$ cat config.mk
export PLATFORM = sky130hd
export DESIGN_NAME = spc_pcc_encoder
export DESIGN_NICKNAME = d
export VERILOG_FILES = /design/src/rtl/spc_pcc_pkg.sv /design/src/rtl/spc_parity_acc.sv /design/src/rtl/spc_pcc_ctrl.sv /design/src/rtl/spc_pcc_encoder.sv
export SDC_FILE = /design/constraint.sdc
export NUM_CORES = 1
export LEC_CHECK = 0
export BUFFER_PORTS_ARGS = -buffer_cell sky130_fd_sc_hd__buf_2
export CAP_MARGIN = 20
export CORE_ASPECT_RATIO = 1.25
export CORE_MARGIN = 2
export CORE_UTILIZATION = 53
export DETAILED_ROUTE_END_ITERATION = 6
export GPL_TIMING_DRIVEN = 0
export PLACE_DENSITY = 0.74
export SYNTH_ARGS = -nofsm -noshare
export SYNTH_HDL_FRONTEND = slang
export SYNTH_SLANG_ARGS = --single-unit
$ cat constraint.sdc
create_clock -name clk -period 1.8 [get_ports clk]
set_clock_uncertainty 0.1 [all_clocks]
set_input_delay 0.36 -clock clk [delete_from_list [all_inputs] [get_ports clk]]
set_output_delay 0.36 -clock clk [all_outputs]
set_load 0.03 [all_outputs]
$ cat src/rtl/spc_pcc_pkg.sv
package spc_pcc_pkg;

    localparam int ENTRY_W     = 8;
    localparam int MAX_ENTRIES = 256;
    localparam int TABLE_W     = ENTRY_W * MAX_ENTRIES;

    typedef enum logic [2:0] {
        ST_IDLE,
        ST_LOAD,
        ST_SEND_DATA,
        ST_SEND_PAR_A,
        ST_SEND_PAR_B
    } enc_state_t;

    typedef enum logic [1:0] {
        SRC_NONE,
        SRC_DATA,
        SRC_PAR_A,
        SRC_PAR_B
    } out_src_t;

    function automatic int ipow(input int base, input int expo);
        int acc;
        acc = 1;
        for (int i = 0; i < expo; i++) acc = acc * base;
        return acc;
    endfunction

    function automatic int table_entry(input logic [TABLE_W-1:0] tbl, input int j);
        return int'(tbl[j*ENTRY_W +: ENTRY_W]);
    endfunction

    // every position below cnt must appear exactly once
    function automatic logic table_is_perm(input logic [TABLE_W-1:0] tbl, input int cnt);
        int hits;
        if (cnt > MAX_ENTRIES) return 1'b0;
        for (int p = 0; p < cnt; p++) begin
            hits = 0;
            for (int j = 0; j < cnt; j++)
                if (table_entry(tbl, j) == p) hits++;
            if (hits != 1) return 1'b0;
        end
        return 1'b1;
    endfunction

    // branch-B slot that carries arriving data position p
    function automatic int table_inverse(input logic [TABLE_W-1:0] tbl, input int cnt,
                                         input int p);
        for (int j = 0; j < cnt; j++)
            if (table_entry(tbl, j) == p) return j;
        return 0;
    endfunction

    function automatic logic raster_is_data(input int r, input int n, input int d);
        int v;
        v = r;
        for (int a = 0; a < d; a++) begin
            if (v % n == n - 1) return 1'b0;
            v = v / n;
        end
        return 1'b1;
    endfunction

    // raster index of the idx-th parity bit of a coded cube
    function automatic int parity_raster(input int idx, input int n, input int d);
        int seen;
        seen = 0;
        for (int r = 0; r < ipow(n, d); r++) begin
            if (!raster_is_data(r, n, d)) begin
                if (seen == idx) return r;
                seen++;
            end
        end
        return 0;
    endfunction

    // parity at raster r covers data position p
    function automatic logic line_covers(input int r, input int p, input int n, input int d);
        int vr;
        int vp;
        vr = r;
        vp = p;
        for (int a = 0; a < d; a++) begin
            if ((vr % n != n - 1) && (vr % n != vp % (n - 1))) return 1'b0;
            vr = vr / n;
            vp = vp / (n - 1);
        end
        return 1'b1;
    endfunction

endpackage

$ cat src/rtl/spc_parity_acc.sv
module spc_parity_acc
    import spc_pcc_pkg::*;
#(
    parameter int                 N_SIDE      = 3,
    parameter int                 DIMS        = 2,
    parameter bit                 INTERLEAVED = 1'b0,
    parameter logic [TABLE_W-1:0] PERM        = '0,
    parameter int                 CW          = 3
) (
    input  logic                clk,
    input  logic                rst,
    input  logic                clr,
    input  logic                upd,
    input  logic [CW-1:0]       pos,
    input  logic                bit_in,
    output logic [(1<<CW)-1:0]  par_o
);

    localparam int NDATA = ipow(N_SIDE - 1, DIMS);
    localparam int NPAR  = ipow(N_SIDE, DIMS) - NDATA;
    localparam int SPAN  = 1 << CW;

    logic [NPAR-1:0] acc_q;
    logic [NPAR-1:0] acc_d;

    for (genvar k = 0; k < NPAR; k++) begin : g_par
        localparam int RASTER = parity_raster(k, N_SIDE, DIMS);
        logic [SPAN-1:0] hit;
        for (genvar p = 0; p < SPAN; p++) begin : g_pos
            if (p < NDATA) begin : g_live
                localparam int SLOT = INTERLEAVED ? table_inverse(PERM, NDATA, p) : p;
                assign hit[p] = line_covers(RASTER, SLOT, N_SIDE, DIMS);
            end else begin : g_pad
                assign hit[p] = 1'b0;
            end
        end
        assign acc_d[k] = acc_q[k] ^ (upd & bit_in & hit[pos]);
    end

    always_ff @(posedge clk) begin
        if (rst || clr) acc_q <= '0;
        else            acc_q <= acc_d;
    end

    if (NPAR == SPAN) begin : g_full
        assign par_o = acc_q;
    end else begin : g_pad_out
        assign par_o = {{(SPAN-NPAR){1'b0}}, acc_q};
    end

endmodule

$ cat src/rtl/spc_pcc_ctrl.sv
module spc_pcc_ctrl
    import spc_pcc_pkg::*;
#(
    parameter int NDATA = 4,
    parameter int NPAR  = 5,
    parameter int CW    = 3
) (
    input  logic          clk,
    input  logic          rst,
    input  logic          in_valid,
    input  logic          out_ready,
    output logic          in_ready,
    output logic          out_valid,
    output logic          out_last,
    output logic          take_in,
    output logic          acc_clr,
    output out_src_t      src,
    output logic [CW-1:0] cnt
);

    localparam logic [CW-1:0] LAST_D = CW'(NDATA - 1);
    localparam logic [CW-1:0] LAST_P = CW'(NPAR - 1);

    enc_state_t    state_q, state_d;
    logic [CW-1:0] cnt_q, cnt_d;
    logic          take_out;

    assign cnt = cnt_q;

    always_ff @(posedge clk) begin
        if (rst) begin
            state_q <= ST_IDLE;
            cnt_q   <= '0;
        end else begin
            state_q <= state_d;
            cnt_q   <= cnt_d;
        end
    end

    always_comb begin
        in_ready  = 1'b0;
        out_valid = 1'b0;
        out_last  = 1'b0;
        src       = SRC_NONE;
        unique case (state_q)
            ST_IDLE, ST_LOAD: in_ready = 1'b1;
            ST_SEND_DATA: begin
                out_valid = 1'b1;
                src       = SRC_DATA;
            end
            ST_SEND_PAR_A: begin
                out_valid = 1'b1;
                src       = SRC_PAR_A;
            end
            ST_SEND_PAR_B: begin
                out_valid = 1'b1;
                src       = SRC_PAR_B;
                out_last  = (cnt_q == LAST_P);
            end
            default: ;
        endcase
        take_in  = in_ready & in_valid;
        take_out = out_valid & out_ready;
        acc_clr  = take_out & out_last;
    end

    always_comb begin
        state_d = state_q;
        cnt_d   = cnt_q;
        unique case (state_q)
            ST_IDLE: begin
                if (take_in) begin
                    if (NDATA == 1) begin
                        state_d = ST_SEND_DATA;
                        cnt_d   = '0;
                    end else begin
                        state_d = ST_LOAD;
                        cnt_d   = CW'(1);
                    end
                end
            end
            ST_LOAD: begin
                if (take_in) begin
                    if (cnt_q == LAST_D) begin
                        state_d = ST_SEND_DATA;
                        cnt_d   = '0;
                    end else begin
                        cnt_d = cnt_q + CW'(1);
                    end
                end
            end
            ST_SEND_DATA: begin
                if (take_out) begin
                    if (cnt_q == LAST_D) begin
                        state_d = ST_SEND_PAR_A;
                        cnt_d   = '0;
                    end else begin
                        cnt_d = cnt_q + CW'(1);
                    end
                end
            end
            ST_SEND_PAR_A: begin
                if (take_out) begin
                    if (cnt_q == LAST_P) begin
                        state_d = ST_SEND_PAR_B;
                        cnt_d   = '0;
                    end else begin
                        cnt_d = cnt_q + CW'(1);
                    end
                end
            end
            ST_SEND_PAR_B: begin
                if (take_out) begin
                    if (cnt_q == LAST_P) begin
                        state_d = ST_IDLE;
                        cnt_d   = '0;
                    end else begin
                        cnt_d = cnt_q + CW'(1);
                    end
                end
            end
            default: begin
                state_d = ST_IDLE;
                cnt_d   = '0;
            end
        endcase
    end

endmodule

$ cat src/rtl/spc_pcc_encoder.sv
module spc_pcc_encoder
    import spc_pcc_pkg::*;
#(
    parameter int                 N_SIDE = 3,
    parameter int                 DIMS   = 2,
    parameter logic [TABLE_W-1:0] PERM   = TABLE_W'(32'h0103_0002)
) (
    input  logic clk,
    input  logic rst,
    input  logic in_valid,
    input  logic in_bit,
    output logic in_ready,
    output logic out_valid,
    output logic out_bit,
    output logic out_last,
    input  logic out_ready
);

    localparam int NDATA = ipow(N_SIDE - 1, DIMS);
    localparam int NPAR  = ipow(N_SIDE, DIMS) - NDATA;
    localparam int MAXC  = (NDATA > NPAR) ? NDATA : NPAR;
    localparam int CW    = $clog2(MAXC + 1);
    localparam int SPAN  = 1 << CW;

    if (N_SIDE < 2 || DIMS < 1 || NDATA > MAX_ENTRIES) begin : g_bad_shape
        $error("spc_pcc_encoder: unsupported N_SIDE/DIMS");
    end
    if (!table_is_perm(PERM, NDATA)) begin : g_bad_table
        $error("spc_pcc_encoder: PERM is not a permutation of the data positions");
    end

    logic            take_in;
    logic            acc_clr;
    out_src_t        src;
    logic [CW-1:0]   cnt;
    logic [SPAN-1:0] data_q;
    logic [SPAN-1:0] par_a;
    logic [SPAN-1:0] par_b;

    spc_pcc_ctrl #(
        .NDATA(NDATA),
        .NPAR (NPAR),
        .CW   (CW)
    ) ctrl_i (
        .clk      (clk),
        .rst      (rst),
        .in_valid (in_valid),
        .out_ready(out_ready),
        .in_ready (in_ready),
        .out_valid(out_valid),
        .out_last (out_last),
        .take_in  (take_in),
        .acc_clr  (acc_clr),
        .src      (src),
        .cnt      (cnt)
    );

    spc_parity_acc #(
        .N_SIDE     (N_SIDE),
        .DIMS       (DIMS),
        .INTERLEAVED(1'b0),
        .PERM       (PERM),
        .CW         (CW)
    ) acc_a_i (
        .clk   (clk),
        .rst   (rst),
        .clr   (acc_clr),
        .upd   (take_in),
        .pos   (cnt),
        .bit_in(in_bit),
        .par_o (par_a)
    );

    spc_parity_acc #(
        .N_SIDE     (N_SIDE),
        .DIMS       (DIMS),
        .INTERLEAVED(1'b1),
        .PERM       (PERM),
        .CW         (CW)
    ) acc_b_i (
        .clk   (clk),
        .rst   (rst),
        .clr   (acc_clr),
        .upd   (take_in),
        .pos   (cnt),
        .bit_in(in_bit),
        .par_o (par_b)
    );

    always_ff @(posedge clk) begin
        if (rst)          data_q <= '0;
        else if (take_in) data_q[cnt] <= in_bit;
    end

    always_comb begin
        unique case (src)
            SRC_DATA:  out_bit = data_q[cnt];
            SRC_PAR_A: out_bit = par_a[cnt];
            SRC_PAR_B: out_bit = par_b[cnt];
            default:   out_bit = 1'b0;
        endcase
    end

endmodule

Word level (Yosys, flattened, before mapping)
Memories as Yosys holds them, arrays and structs flattened. A register that Yosys moved wholly into a read port is not among the register bits. Cells that the tools add are included.

Bits in read-only memories: 40. Word-level logic and storage cells: 104. Memories: 5. Output and inout bits: 4. Flip-flop bits (word level): 24.

Memories: (no name shown) (depth 8, width 1, read ports 1, clocked after Yosys merged registers in 1, write ports 0, RTL line spc_parity_acc.sv:37) `assign acc_d[k] = acc_q[k] ^ (upd & bit_in & hit[pos]);`; (no name shown) (depth 8, width 1, read ports 1, clocked after Yosys merged registers in 1, write ports 0, RTL line spc_parity_acc.sv:37); (no name shown) (depth 8, width 1, read ports 1, clocked after Yosys merged registers in 1, write ports 0, RTL line spc_parity_acc.sv:37); (no name shown) (depth 8, width 1, read ports 1, clocked after Yosys merged registers in 1, write ports 0, RTL line spc_parity_acc.sv:37); (no name shown) (depth 8, width 1, read ports 1, clocked after Yosys merged registers in 1, write ports 0, RTL line spc_parity_acc.sv:37).

Bitwise gates (word level): 19. Equality and inequality tests: 19. $add $sub $neg: 1. Muxes and demuxes: 45. $lt $le $gt $ge: 2. Reductions and logical operators: 8.

Operator list (number): 3-bit two-way mux (24); 2-bit by 1-bit inequality test with 1-bit output (second input constant) (10); 3-bit case mux with 5 select lines (1); 1-bit two-way mux (12); 3-bit case mux with 4 select lines (1); 1-bit XOR (10); 1-bit AND (9); 1-bit binary-select mux with 3-bit select (3); 3-bit by 2-bit equality test with 1-bit output (second input constant) (3); 9-bit AND reduction (1); 8-bit bitwise mux (1); 3-bit equality test (second input constant) (2); 2-bit case mux with 3 select lines (1); 2-bit equality test (second input constant) (2); 3-bit by 4-bit less-than comparator with 1-bit output (second input constant) (1); 4-bit AND reduction (1); 2-bit OR reduction (2); 3-bit by 1-bit adder with 3-bit output (second input constant) (1); 1-bit demux with 3-bit select (1); 3-bit by 1-bit equality test with 1-bit output (second input constant) (1); 3-bit by 1-bit greater-or-equal comparator with 1-bit output (second input constant) (1); 3-bit logical NOT (1); 1-bit case mux with 3 select lines (1); 3-bit OR reduction (1); other kinds (3) (3).

Depth between registers and ports, before layout
Gate-level depths: netlist of run 1.

Depth in word-level cells: 8. Mapped depth: 8. Gate-level depth less buffers: 7.

Hierarchy
From an unflattened synthesis of run 1, not the netlist that was laid out.

Cells, all modules: 199. Area total of the unflattened synthesis: 1799.2 um2.

By module, submodules not included: spc_parity_acc (area an instance 312.8 um2, cells an instance 31, times used 2); spc_pcc_encoder (area an instance 600.6 um2, cells an instance 64, times used 1); spc_pcc_ctrl (area an instance 573.0 um2, cells an instance 73, times used 1).

Worst setup path after synthesis of run 1
Ideal clock, no wire load.

Path kind: register to output. Start: register ctrl_i.cnt_q[1], in the netlist ctrl_i.cnt[1]. End: output out_bit. Required time: 1.340 ns. Setup slack: -0.356 ns. Arrival: 1.696 ns. Cell stages (with the launch flop): 5. Buffers on the path: 1. Path through: dfxtp_1 -> buf_2 -> o41ai_1 -> a21oi_1 -> o31ai_1.

Cells in the longest elaborated chain, start to end: 3. Elaborated cells between the ends (all ways): 7. Those cells by class: mux: 7.

Ends and longest elaborated chain: start, declared (RTL line spc_pcc_ctrl.sv:25) `logic [CW-1:0] cnt_q, cnt_d;`; start signal, assigned (RTL line spc_pcc_ctrl.sv:36) `cnt_q <= cnt_d;`; 1-bit binary-select mux with 3-bit select (on tied branches) (RTL line spc_pcc_encoder.sv:99, spc_pcc_encoder.sv:97, spc_pcc_encoder.sv:98); 1-bit two-way mux (on tied branches) (RTL line spc_pcc_encoder.sv:99, spc_pcc_encoder.sv:97, spc_pcc_encoder.sv:98); 1-bit case mux with 3 select lines (*) (RTL line spc_pcc_encoder.sv:96) `unique case (src)`; end, declared (RTL line spc_pcc_encoder.sv:14) `output logic out_bit,`.

Every way passes the cells marked *; elsewhere a longest branch is shown, timed or not. The select of a mux whose other input is x is not followed.

Final worst setup path of run 1
Start: register ctrl_i.cnt_q[0], in the netlist ctrl_i.cnt[0]. End: output out_bit.

The elaborated chain is that of the path after synthesis.

==> run metrics, run 1 <==
vias in the first global route=1548; DR vias=1486; Worst slew margin=64.4%; clock slew seen by the registers of the worst setup and hold paths=0.09 ns; Layout Nets=218; Core Util, Final=75.0%; fin crit share=122%; largest net degree at the start of global routing=11; MaxCap Viol Count=0; synthesis-to-layout area growth=32.1%; Min Clock Period, post-route=2.19 ns; Routed WL per cell=18.3 um; DP Wirelength=2.71 mm; Setup WS post-layout=-0.393 ns; Area contributors post-synth=dfxtp_1 37%, nor2_1 6.5%, xor2_1 5.6%; core area=0.00273 mm^2; hold path depth=2; Final Hold Viols=0; top-area cell type share of the netlist area=37.4%; mux contribution to synthesized area=5.88%; RSZ-0062 raised after global routing=yes; Die Ht=64.5 um; Post-synth EDFFs=0; Peak VDD IR=0.000583 V; Synth Warn #=0; WP data required=1.34 ns; status=finished with violations; main combinational cell family by area after synthesis=simple AND/OR/NAND/NOR gates; die width=52.4 um; post-synthesis register bit count=29; CP Class=reg2out; crit-path max FO=8; final hold slack=0.119 ns; DRC=0; Initial Util=56.8%; layout cell share with drive strength beyond 1=32.4%; sequential area share after synthesis=37.4%; cts bufs inserted=5; Routed Antenna Nets=0; Clock Sinks=29; area share of fa/ha/maj cells after synthesis=3.22%; most frequent cells in the layout=24 x dfxtp_1, 22 x nor2_1, 21 x nand2_1, 13 x buf_6; startpoint types=register; Synth Area per Inst=8.30 um^2; Root Driver=clkbuf_4; clock latency on the worst-skew pair=0.36 ns; gr usage total=28.7%; CTS tree=done; post-synthesis cell count=187; DR pass1 iterations=4; Least-Margin Pin Slew=0.533 ns; drt via density=6.09; final wirelength=4.48 mm; violated checks=negative setup slack; Hold Crit Class=in2reg; IO buf count=7; Post-Synth Simple-Gate Area=22.7%; final setup vio count=5; fraction of synthesized cell area in xor and xnor cells=6.20%; Synth Flop Type=dfxtp_1; ys async rst share=0%; CTS Hold Bufs=0; die footprint=0.00338 mm^2; initial antenna violation count=0; num rows=21; GPL Wtd Cong=0.926; Worst Path Arrival=1.73 ns; clock buffer depth=2; P_leak=0.814 nW; ant diodes=0; H-tree levels=2; first-pass GRT wire length=7.03 mm; # IOs=9; fill count=189; Slew Limit Fails=0; Post-Synthesis Cell Area=0.00155 mm^2; Syn Nets=196; PwrDens=664 mW/mm^2; initial drt markers=73; Synth Area in Compound Gates=18.5%; Yosys top cell by area=dfxtp_1; commonest non-fill, non-tap cell in the layout=dfxtp_1; Fmax=456 MHz; global route total overflow=0; reg2reg path depth=10; Yosys cell types=46; Worst Setup End Kind=primary output
## per-stage QoR
step	setup WS (ns)	setup TNS [ns]	power, mW	area, um^2	cells
2_1_floorplan	-0.0349	-0.0419	0.817	1580	187
3_3_place_gp	-0.317	-1.55	0.849	1650	228
3_5_place_dp	-0.333	-1.95	0.858	1650	228
4_1_cts	-0.439	-0.567	1.33	1910	238
5_1_grt	-0.454	-1.21	1.41	2050	244
6_report	-0.393	-0.682	1.36	2050	244
## timing repair
item | 4_1_cts | 5_1_grt
resized for setup | 46 | 25
buffers inserted | 3 | 6
pin swaps | 7 | 7
setup endpoints to repair | 23 | 15
## cell type report
class | count | area [um^2] | area share [%]
Buffer | 10 | 106 | 5.19
Clock buffer | 6 | 51.3 | 2.50
Clock inverter | 2 | 13.8 | 0.671
Inverter | 8 | 37.5 | 1.83
Multi-Input combinational cell | 139 | 1060 | 51.6
Sequential cell | 29 | 597 | 29.1
Tap cell | 34 | 42.5 | 2.07
Timing Repair Buffer | 16 | 145 | 7.08
## synth_stat cells (4+ instances only)
cell      n
nor2_1   27
mux2i_1   8
a21oi_1  13
o21ai_0   6
buf_2     7
dfxtp_1  29
inv_1     7
xor2_1   10
nand2_1  23
ha_1      4
nand3_1   5
## power breakdown
group | internal, mW | leakage [nW] | total (mW) | switching (mW)
clock network | 0.190 | 0.0382 | 0.451 | 0.261
registers | 0.666 | 0.240 | 0.691 | 0.0251
logic | 0.0990 | 0.536 | 0.221 | 0.122
total | 0.955 | 0.814 | 1.36 | 0.407
## cell families after synthesis
group,count (synthesis)
fa+ha+maj,4
simple gates,76
xor+xnor,11
flops,29
buf+inv,19
compound gates,39
mux,9
## path summary, 6_finish.rpt
kind	start	end	slack, ns
setup / recovery	ctrl_i.cnt[0]	out_bit	-0.39
hold / removal	rst	ctrl_i.state_q[1]	0.12
setup reg to reg	ctrl_i.cnt[1]	register	-0.05
hold reg to reg	data_q[6]	data_q[6]	0.37
## worst max-delay path: stages, from the launching register on
cell and delay, ns:
dfxtp_4 0.40, clkinv_4 0.11, a31o_4 0.25, a2111oi_4 0.39
o31ai_4 0.09, buf_6 0.15
## routing by layer
metal / GRT usage, % / wire length [um] / up-vias
met3: 7.83 / 260 / 20
met5: 0 / 0 / -
met1: 31.5 / 1650 / 713
met2: 47.2 / 2390 / 62
met4: 18.3 / 180 / 0
li1: - / - / 691
Note: power is estimated with default switching activity, not from simulation.
==> inputs of run 2 (changes only) <==
Settings changed: BUFFER_PORTS_ARGS -buffer_cell sky130_fd_sc_hd__buf_2 to not set, CORE_UTILIZATION 53 to 56, DONT_BUFFER_PORTS set to 1.
==> run 2 against run 1 <==
Net effect:
- the flow still finishes with violations (negative setup slack)
- count of clock-buffer cells in the layout unchanged
- core utilization is 0.65 points lower
- power up 7.4%
- maximum frequency up 0.89%
- hold slack better by 0.0020 ns
- largest cell class unchanged
==> run metrics, run 2 (same netlist as run 1, synthesis figures left out) <==
status=finished with violations; violated checks=negative setup slack; MaxCap Viol Count=0; commonest non-fill, non-tap cell in the layout=dfxtp_1; vias in the first global route=1355; Setup WS post-layout=-0.374 ns; Crit path largest cell delay=0.41 ns; initial antenna violation count=0; drt via density=5.94; CTS tree=done; GPL Wtd Cong=0.966; Root Driver=clkbuf_4; first-pass GRT wire length=6.02 mm; fill count=184; Worst Path Arrival=1.71 ns; RSZ-0062 raised after global routing=yes; fin crit share=121%; Least-Margin Pin Slew=0.525 ns; layout cell share with drive strength beyond 1=28.7%; DP Worst Slack=-0.216 ns; final hold slack=0.121 ns; CP Class=reg2out; final setup vio count=6; Die Ht=62.9 um; clock buffer depth=2; most frequent cells in the layout=25 x dfxtp_1, 23 x nor2_1, 20 x nand2_1, 10 x a21oi_1, 10 x xor2_1; P_leak=0.770 nW; Top Usage Layer GRT=met2; met2 GRT Util=43.5%; gr usage total=25.1%; crit path max-delay cell type=dfxtp_4; startpoint types=register; Slew Limit Fails=0; global route total overflow=0; cts bufs inserted=5; DR pass1 iterations=4; ant diodes=0; Routed WL per cell=16.1 um; initial drt markers=48; Clock Sinks=29; crit-path max FO=5; # IOs=9; clock slew seen by the registers of the worst setup and hold paths=0.09 ns; clock latency on the worst-skew pair=0.34 ns; Initial Util=58.5%; met1 global-route usage=27.7%; Hold Crit Class=in2reg; num rows=21; Worst slew margin=65.0%; die width=51.1 um; Peak VDD IR=0.000581 V; DR vias=1401; Final Hold Viols=0; DRC=0; H-tree levels=2; met3 GRT Util=6.70%; synthesis-to-layout area growth=27.2%; Fmax=460 MHz; WP data required=1.34 ns; CP Cell Sequence=buf_4, mux2_2, a22oi_1, o22ai_1, nand2_1, o31ai_4; DP Wirelength=2.39 mm; final wirelength=3.79 mm; Min Clock Period, post-route=2.17 ns; core area=0.00265 mm^2; Worst Setup End Kind=primary output; IO buf count=0; Routed Antenna Nets=0; largest net degree at the start of global routing=11; PwrDens=741 mW/mm^2; die footprint=0.00321 mm^2; Layout Nets=210
-- run 2: per-layer routing --
| metal | routed length (um) | part of all wire (%) |
|---|---|---|
| met5 | 0 | 0 |
| met4 | 147 | 3.9 |
| met3 | 160 | 4.2 |
| met2 | 1980 | 52 |
| met1 | 1510 | 40 |
-- run 2: path summary, 6_finish.rpt --
path | startpoint | end | slack, ns | cells after the start
hold / removal | rst | ctrl_i.cnt[0] | 0.12 | 2
hold reg to reg | data_q[6] | data_q[6] | 0.37 | 2
setup reg to reg | ctrl_i.cnt[1] | ctrl_i.cnt[2] | -0.08 | 8
setup / recovery | ctrl_i.cnt[1] | out_bit | -0.37 | 6
-- run 2: power breakdown --
group | internal (mW) | switching (mW)
Clock | 0.330 | 0.247
Sequential | 0.667 | 0.0222
Combinational | 0.0883 | 0.109
Total | 1.08 | 0.378
-- run 2: metrics by stage --
stage          cells  utilization [%]  power (mW)  area, um^2  TNS, ns
6_report         236             74.4        1.46        1970   -0.582
5_1_grt          236             74.4        1.52        1970   -0.944
2_1_floorplan    187                -       0.817        1580  -0.0419
4_1_cts          234             72.2        1.45        1920   -0.513
3_3_place_gp     221             61.0       0.841        1620    -1.56
3_5_place_dp     221             61.0       0.846        1620    -1.93
-- run 2: final cells by class --
| type | instances | area (um^2) | area share [%] |
|---|---|---|---|
| multi-input combinational | 139 | 1050 | 53.0 |
| inverter | 8 | 37.5 | 1.90 |
| timing repair buffer | 8 | 62.6 | 3.17 |
| buffer | 10 | 103 | 5.20 |
| clock buffer | 6 | 51.3 | 2.60 |
| sequential | 29 | 593 | 30.0 |
| tap | 34 | 42.5 | 2.15 |
| clock inverter | 2 | 37.5 | 1.90 |
-- run 2: repair_timing --
action	in CTS	in global routing
endpoints found under the hold margin	2	0
endpoints found under the setup margin	23	20
hold buffers	1	0
resized for setup	41	16
pin swaps	8	8
setup buffers	4	3
-- run 2: critical path: cells and delay by family, from the launching register on --
| family | cells | cell delay (ns) |
|---|---|---|
| AO/OA/AOI/OAI | 3 | 0.40 |
| buffers and inverters | 1 | 0.13 |
| flip-flops | 1 | 0.41 |
| multiplexers | 1 | 0.34 |
| AND/OR/NAND/NOR | 1 | 0.11 |
==> inputs of run 3 (changes only) <==
Settings changed: CORE_MARGIN 2 to 3.
==> run 3 against run 2 <==
Net effect:
- the run still ends with negative setup slack left
- non-clock buffer count is 1 higher
- die area increased by 7.2%
- wire length is 2.1% higher
- power fell by 0.83%
- final area increased by 1.4%
- count of clock-buffer cells in the layout stayed put
- maximum frequency grew 0.35%
- first-iteration DRC count rose by 29%
- largest cell class unchanged
==> run metrics, run 3 (same netlist as run 1, synthesis figures left out) <==
RSZ-0062 raised after global routing=yes; die width=53.1 um; initial antenna violation count=0; Core Util, Final=79.2%; Clk pwr share=38.8%; DR vias=1378; drt via density=5.84; Worst Path Arrival=1.71 ns; clock latency on the worst-skew pair=0.32 ns; Layout Nets=211; ant diodes=0; setup slack, reg-to-reg=0.02 ns; Crit. Startpoint=ctrl_i.cnt[1]; MaxCap Viol Count=0; area of the multi-input gates=0.00107 mm^2; Least-Margin Pin Slew=0.466 ns; layout cell share with drive strength beyond 1=29.1%; GPL Wtd Cong=0.928; most frequent cells in the layout=25 x dfxtp_1, 23 x nor2_1, 20 x nand2_1, 10 x xor2_1, 10 x a21oi_1; DR pass1 iterations=4; PwrDens=724 mW/mm^2; synthesis-to-layout area growth=28.9%; P_leak=0.774 nW; cts bufs inserted=5; final wirelength=3.87 mm; num rows=20; Initial Util=61.4%; Finished Layout Cells=236; Slew Limit Fails=0; Routed Antenna Nets=0; Routed WL per cell=16.4 um; vias in the first global route=1287; core area=0.00253 mm^2; Net Sw Frac=25.2%; combinational share of power=13.7%; Die Ht=64.9 um; WP data required=1.34 ns; violated checks=negative setup slack; Fmax=462 MHz; final setup vio count=2; CTS tree=done; CP Class=reg2out; Crit path largest cell delay=0.39 ns; # IOs=9; crit-path max FO=6; status=finished with violations; worst path bufs/invs=2; clock buffer depth=2; Peak VDD IR=0.000513 V; Internal Power=1.08 mW; H-tree levels=2; clock slew seen by the registers of the worst setup and hold paths=0.09 ns; IO buf count=0; Psw=0.365 mW; global route total overflow=0; largest net degree at the start of global routing=11; CP endpoint=out_bit; Min Clock Period, post-route=2.17 ns; die footprint=0.00344 mm^2; crit path max-delay cell type=dfxtp_4; initial drt markers=62; Worst Setup End Kind=primary output; DRC=0; Clock Sinks=29; first-pass GRT wire length=5.95 mm; RR Startpoint=ctrl_i.cnt[1]; Root Driver=clkbuf_4; CP Cell Sequence=buf_12, buf_4, nor3_2, a2111oi_4, o31ai_4; DP Wirelength=2.44 mm; Inst Count DP=220; Top delay family on crit path=compound AO/OA/AOI/OAI gates; CP Depth=5; Final Hold Viols=0; Seq. cell area=591 um^2; fin crit share=120%; Reg power frac=47.5%; Setup WS post-layout=-0.366 ns; Worst slew margin=68.9%; gr usage total=22.9%; Critical R2R Capture=acc_a_i.acc_q[1]; startpoint types=register; commonest non-fill, non-tap cell in the layout=dfxtp_1; Hold Crit Class=in2reg; fill count=157; reg2reg path depth=9
run 3: cell types whose count changed in the layout (fill, tap and decap cells not counted), sizes merged:
cell / change
clkinv: -1
inv: +1
clkbuf: +1
run 3: power groups by stage:
stage | Combinational (mW) | Clock, mW | Sequential, mW
floorplan | 0.120 | 0 | 0.697
global placement | 0.141 | 0 | 0.701
detailed placement | 0.144 | 0 | 0.702
CTS | 0.161 | 0.567 | 0.686
global route | 0.215 | 0.603 | 0.693
finish | 0.199 | 0.563 | 0.689
run 3: per-layer routing:
| metal | up-vias | wire [um] | track usage [%] |
|---|---|---|---|
| met1 | 650 | 1660 | 29.2 |
| li1 | 673 | - | - |
| met2 | 48 | 1960 | 36.5 |
| met4 | 0 | 59 | 8.63 |
| met3 | 7 | 194 | 5.52 |
| met5 | - | 0 | 0 |
run 3: worst min path at each step:
stage	from	to	cells past startpoint	slack (ns)
after floorplan	data_q[4]	data_q[4]	2	0.34
after global placement	rst	ctrl_i.state_q[1]	1	0.35
after detailed placement	rst	ctrl_i.state_q[1]	1	0.35
after CTS	rst	ctrl_i.state_q[1]	1	0.003
after global routing	rst	register	2	0.10
final	rst	ctrl_i.cnt[0]	2	0.11
run 3: area by class of cell:
cell class | instances | area share [%]
plain buffers | 10 | 4.75
clock buffers | 6 | 2.56
clock inverters | 2 | 1.88
inverters | 8 | 1.75
multi-input cells | 139 | 53.4
flip-flops and latches | 29 | 29.5
well taps | 33 | 2.06
repair buffers | 9 | 4.13
run 3: timing repair:
action	in CTS	in global routing
endpoints found under the setup margin	22	24
hold buffers	0	1
pin swaps	6	12
endpoints found under the hold margin	0	2
buffers inserted	0	8
gates resized for setup	33	25
run 3: stage by stage:
step / power, mW / TNS [ns] / hold slack [ns] / instance area [um^2] / setup WS, ns
after global routing: 1.51 / -0.980 / 0.102 / 2000 / -0.434
final: 1.45 / -0.515 / 0.112 / 2000 / -0.366
after floorplan: 0.817 / -0.0419 / 0.336 / 1580 / -0.0349
after global placement: 0.842 / -1.57 / 0.348 / 1620 / -0.225
after detailed placement: 0.847 / -1.73 / 0.351 / 1620 / -0.201
after CTS: 1.41 / -0.535 / 0.00282 / 1830 / -0.342
